`src/rtl/ftrap_pkg.sv`:
```
// Shared types for the fetch guard.
// Assumes: one region code per fetch address; the decoder resolves overlaps by priority.
package ftrap_pkg;

    typedef enum logic [2:0] {
        RG_SFR   = 3'd0,
        RG_RAM   = 3'd1,
        RG_TEST  = 3'd2,
        RG_ROM   = 3'd3,
        RG_UNIMP = 3'd4
    } region_e;

    // True for regions where executing code is a fault.
    function automatic logic is_trap_region(input region_e rg);
        return (rg == RG_SFR) || (rg == RG_RAM);
    endfunction

endpackage

```
`src/rtl/ftrap_region_decode.sv`:
```
// Classifies an address into a memory region.
// Assumes: register space starts at address zero; the priority order is
// registers, RAM, test window, ROM, and anything left over is unimplemented.
module ftrap_region_decode
    import ftrap_pkg::*;
#(
    parameter int          AW      = 16,
    parameter logic [AW-1:0] SFR_HI  = 16'h003F,
    parameter logic [AW-1:0] RAM_LO  = 16'h0040,
    parameter logic [AW-1:0] RAM_HI  = 16'h083F,
    parameter bit          TEST_EN = 1'b1,
    parameter logic [AW-1:0] TEST_LO = 16'h3F80,
    parameter logic [AW-1:0] TEST_HI = 16'h3FFF,
    parameter logic [AW-1:0] ROM_LO  = 16'h4000,
    parameter logic [AW-1:0] ROM_HI  = 16'hFFFF
) (
    input  logic [AW-1:0] addr,
    output region_e       region
);

    logic in_sfr, in_ram, in_test, in_rom;

    // Range compares for the fixed regions.
    always_comb begin
        in_sfr = (addr <= SFR_HI);
        in_ram = (addr >= RAM_LO) && (addr <= RAM_HI);
        in_rom = (addr >= ROM_LO) && (addr <= ROM_HI);
    end

    // The test window exists only when the parameter asks for it.
    generate
        if (TEST_EN) begin : g_test
            always_comb in_test = (addr >= TEST_LO) && (addr <= TEST_HI);
        end else begin : g_no_test
            always_comb in_test = 1'b0;
        end
    endgenerate

    // Priority resolution into a single region code.
    always_comb begin
        if (in_sfr)       region = RG_SFR;
        else if (in_ram)  region = RG_RAM;
        else if (in_test) region = RG_TEST;
        else if (in_rom)  region = RG_ROM;
        else              region = RG_UNIMP;
    end

endmodule

```
`src/rtl/ftrap_opcode_mux.sv`:
```
// Supplies the byte seen by the core, forcing the break opcode on fetches
// from unimplemented space.
// Assumes: data cycles (fetch_en low) always pass the bus byte unchanged.
module ftrap_opcode_mux
    import ftrap_pkg::*;
#(
    parameter int            DW     = 8,
    parameter logic [DW-1:0] SWI_OP = 8'hFF
) (
    input  logic          fetch_en,
    input  region_e       region,
    input  logic [DW-1:0] mem_rdata,
    output logic [DW-1:0] op_data
);

    // Substitute on an unimplemented fetch, otherwise pass through.
    always_comb begin
        if (fetch_en && (region == RG_UNIMP)) op_data = SWI_OP;
        else                                  op_data = mem_rdata;
    end

endmodule

```
`src/rtl/ftrap_swi_ctl.sv`:
```
// Turns a decoded break opcode into a one-cycle software-interrupt request.
// Assumes: NMI status is valid in the decode cycle; trapping fetches defer to reset.
module ftrap_swi_ctl
    import ftrap_pkg::*;
#(
    parameter int            DW     = 8,
    parameter logic [DW-1:0] SWI_OP = 8'hFF
) (
    input  logic          clk,
    input  logic          rst_n,
    input  logic          fetch_en,
    input  region_e       region,
    input  logic [DW-1:0] op_data,
    input  logic          nmi_active,
    output logic          swi_req
);

    logic swi_hit;

    // Break opcode seen on a legal fetch while no NMI is in service.
    always_comb swi_hit = fetch_en && (op_data == SWI_OP)
                          && !is_trap_region(region) && !nmi_active;

    // Register the request so it lasts exactly one cycle per decode.
    always_ff @(posedge clk) begin
        if (!rst_n) swi_req <= 1'b0;
        else        swi_req <= swi_hit;
    end

endmodule

```
`src/rtl/ftrap_reset_gen.sv`:
```
// Raises a registered address-trap reset request on code fetch from data areas.
// Assumes: only opcode fetches trap; data accesses never do.
module ftrap_reset_gen
    import ftrap_pkg::*;
(
    input  logic    clk,
    input  logic    rst_n,
    input  logic    fetch_en,
    input  region_e region,
    output logic    trap_rst
);

    // One-cycle pulse following each trapping fetch.
    always_ff @(posedge clk) begin
        if (!rst_n) trap_rst <= 1'b0;
        else        trap_rst <= fetch_en && is_trap_region(region);
    end

endmodule

```
`src/rtl/ftrap_guard.sv`:
```
// Top of the fetch guard: region decode, opcode substitution, break request
// and address-trap reset.
// Assumes: a single-cycle fetch strobe; memory data valid in the fetch cycle.
module ftrap_guard
    import ftrap_pkg::*;
#(
    parameter int            AW      = 16,
    parameter int            DW      = 8,
    parameter logic [DW-1:0] SWI_OP  = 8'hFF,
    parameter logic [AW-1:0] SFR_HI  = 16'h003F,
    parameter logic [AW-1:0] RAM_LO  = 16'h0040,
    parameter logic [AW-1:0] RAM_HI  = 16'h083F,
    parameter bit            TEST_EN = 1'b1,
    parameter logic [AW-1:0] TEST_LO = 16'h3F80,
    parameter logic [AW-1:0] TEST_HI = 16'h3FFF,
    parameter logic [AW-1:0] ROM_LO  = 16'h4000,
    parameter logic [AW-1:0] ROM_HI  = 16'hFFFF
) (
    input  logic          clk,
    input  logic          rst_n,
    input  logic          fetch_en,
    input  logic [AW-1:0] addr,
    input  logic [DW-1:0] mem_rdata,
    input  logic          nmi_active,
    output logic [DW-1:0] op_data,
    output logic          swi_req,
    output logic          trap_rst
);

    region_e region;

    ftrap_region_decode #(
        .AW(AW), .SFR_HI(SFR_HI), .RAM_LO(RAM_LO), .RAM_HI(RAM_HI),
        .TEST_EN(TEST_EN), .TEST_LO(TEST_LO), .TEST_HI(TEST_HI),
        .ROM_LO(ROM_LO), .ROM_HI(ROM_HI)
    ) u_decode (
        .addr   (addr),
        .region (region)
    );

    ftrap_opcode_mux #(.DW(DW), .SWI_OP(SWI_OP)) u_mux (
        .fetch_en  (fetch_en),
        .region    (region),
        .mem_rdata (mem_rdata),
        .op_data   (op_data)
    );

    ftrap_swi_ctl #(.DW(DW), .SWI_OP(SWI_OP)) u_swi (
        .clk        (clk),
        .rst_n      (rst_n),
        .fetch_en   (fetch_en),
        .region     (region),
        .op_data    (op_data),
        .nmi_active (nmi_active),
        .swi_req    (swi_req)
    );

    ftrap_reset_gen u_trap (
        .clk      (clk),
        .rst_n    (rst_n),
        .fetch_en (fetch_en),
        .region   (region),
        .trap_rst (trap_rst)
    );

endmodule

```
`config.mk`:
```
export PLATFORM = sky130hd
export DESIGN_NAME = ftrap_guard
export DESIGN_NICKNAME = d
export VERILOG_FILES = /design/src/rtl/ftrap_pkg.sv /design/src/rtl/ftrap_region_decode.sv /design/src/rtl/ftrap_opcode_mux.sv /design/src/rtl/ftrap_swi_ctl.sv /design/src/rtl/ftrap_reset_gen.sv /design/src/rtl/ftrap_guard.sv
export SDC_FILE = /design/constraint.sdc
export NUM_CORES = 1
export LEC_CHECK = 0
export ABC_AREA = 1
export BUFFER_PORTS_ARGS = -buffer_cell sky130_fd_sc_hd__buf_2
export CAP_MARGIN = 40
export CORE_AREA = 2 2 39 41
export CTS_CLUSTER_DIAMETER = 200
export DETAILED_ROUTE_END_ITERATION = 8
export DIE_AREA = 0 0 41 43
export GPL_ROUTABILITY_DRIVEN = 0
export PLACE_DENSITY_LB_ADDON = 0.05
export SYNTH_ARGS = -nofsm -noshare
export SYNTH_HDL_FRONTEND = slang
export SYNTH_SLANG_ARGS = --single-unit
export TNS_END_PERCENT = 10
```
`constraint.sdc`:
```
create_clock -name clk -period 1.8 [get_ports clk]
set_clock_uncertainty 0.15 [all_clocks]
set_input_delay 0.18 -clock clk [delete_from_list [all_inputs] [get_ports clk]]
set_output_delay 0.18 -clock clk [all_outputs]
set_load 0.01 [all_outputs]
```
==> flow_summary.toml <==
[floorplan]
row_count = 14
start_util_pct = 18.17
core_area_um2 = 1384
die_area_um2 = 1763
dieHeight_um = 43
ios = 38
die_x_um = 41

[logic_synthesis]
synth_area_leaders = "nand2_1 30%, inv_1 16%, dfxtp_1 16%, nor2_1 15%, nand3_4 7.0%"
ys_types = 11
syn_nets = 78
synth_cells = 50
syn_area_um2 = 251.5
yosys.area.top_type = "nand2_1"
ys_seq_elements = 2
synth_top_area_share_pct = 29.85
seq_area_frac_synth_pct = 15.92
synth.avg_cell_area_um2 = 5.030
synth_warnings = 0

[clock_tree]
ctsResizeCount = 0
cts_max_path_buffers = 2
holdBufCountCts = 0
cts_root_buf = "clkbuf_4"
numCtsBuffers = 3
clock-sinks = 2
cts_max_level = 1
cts_tree = "done"
clk_pin_slew_worst_paths_ns = 0.03
cts_setup_buffers = 0

[pwr]
peakVddDrop_mv = 0.1448
powerDensity_nw_per_um2 = 470.8
leakagePower_nw = 0.2974

[sta]
hold_viol = 0
period_minus_slack_ns = 1.402
tns_ns = 0
setup_viol = 0
rsz0062_at_grt = "false"
fin_ws_ns = 0.3979
worst_slew_pin_slew_ns = 0.3062
fin_crit_sh_pct = 77.89
slew_violations = 0
slew_headroom_pct = 79.32
clock.fmax_mhz = 713.2

[place]
post-place-ws_ns = 0.3909
dp_hpwl_um = 616.3
portBuffers = 31

[critical_path]
cp_max_fo = 10
critPathKind = "input port to output port"
path_cells = "buf_2 -> or2_1 -> nor2_1 -> nand2_1 -> nand3_4 -> nand2_1 -> buf_2"
cp.required_ns = 1.47
cp_slowest_cell = "or2_1"
critPathCaptureType = "output port"
max_stage_delay_ns = 0.21
start_kind = "input port"
arrival_ns = 1.07

[detailed_routing]
routed_wl_um = 689
drt-wirelength-per-cell_um = 6.890
drt_iter0_markers = 2
drt_pass1_iterations = 2
drtAntennaViolNets = 0
routed_via_density = 3.870
vias = 387
drc = 0

[global_routing]
grt_max_degree = 11
grt_busiest_layer = "met2"
grt_pass1_vias = 318
gr-total-overflow = 0
gr-usage-all-layers_pct = 8.909
grt_pass1_wl_um = 1104
met1_usage_pct = 10.19
antenna_found_initial = 0
use_met3_pct = 3.665
grt_util_met2_pct = 13.75

[job]
drv_cap = 0

[finish]
area_growth_pct = 78.61
num_antenna_cells = 0
n_fill_cell = 165
fin_nets = 114
layout_common_cells = "31 x buf_2, 20 x nand2_1, 11 x inv_1"
drive_gt1_share_pct = 44.05
final_common_cell = "buf_2"

[min_path]
hold_path_class = "input port to flip-flop"

[outcome]
status = "completed"
-- sequential cells by signal, indices dropped and copies added (netlist names) --
register	flops
u_swi.swi_req	1
u_trap.trap_rst	1
-- area by class of cell --
class | count | area (um^2) | area share [%]
Clock buffer | 3 | 22.52 | 5.014
Multi-Input combinational cell | 37 | 170.2 | 37.88
Tap cell | 16 | 20.02 | 4.457
Timing Repair Buffer | 31 | 155.1 | 34.54
Sequential cell | 2 | 40.04 | 8.914
Inverter | 11 | 41.29 | 9.192
-- layer usage --
metal / wire length [um] / vias to the layer above
met5: 0 / -
met4: 0 / 0
met3: 75 / 0
met2: 310 / 18
met1: 302 / 153
li1: - / 216
-- kinds of logic (layout without fill, tap and decap cells) --
logic type / after synthesis / after routing / share of synthesized area, %
AO/OA/AOI/OAI: 3 / 3 / 8.955
buffers and inverters: 11 / 45 / 16.42
flip-flops: 2 / 2 / 15.92
AND/OR/NAND/NOR: 34 / 34 / 58.71
-- path summary, 6_finish.rpt --
check | cells after the start | endpoint | start
hold / removal | 3 | u_trap.trap_rst | rst_n
setup / recovery | 7 | op_data[1] | addr[10]
-- per-stage QoR --
step	instances	hold slack (ns)	utilization (%)	power, mW	instance area [um^2]
5_1_grt	100	0.08770	32.46	0.2338	449.2
2_1_floorplan	50	0.1741	-	0.07839	251.5
3_3_place_gp	97	0.2973	30.83	0.1168	426.7
3_5_place_dp	97	0.2937	30.83	0.1170	426.7
6_report	100	0.07000	32.46	0.2115	449.2
4_1_cts	100	0.05958	32.46	0.2190	449.2
-- synth_stat cells --
cell type and n:
inv_1 11, nor2_1 10, o41ai_1 1, or2_1 1, a21oi_2 1, nand3_1 1, nand2_1 20, a21oi_1 1
nor2_2 1, nand3_4 1, dfxtp_1 2
-- worst max-delay path: cells and delay by family --
kind | cells | cell delay, ns
and+or+nand+nor | 5 | 0.64
buffers and inverters | 2 | 0.24
-- power by group --
part / switching (mW) / internal [mW] / total [mW]
Combinational: 0.0359 / 0.0346 / 0.0704
Sequential: 0.0000257 / 0.0449 / 0.0449
Clock: 0.0229 / 0.0733 / 0.0962
Total: 0.0588 / 0.153 / 0.211
No activity file was read; power rests on OpenSTA's default activity.
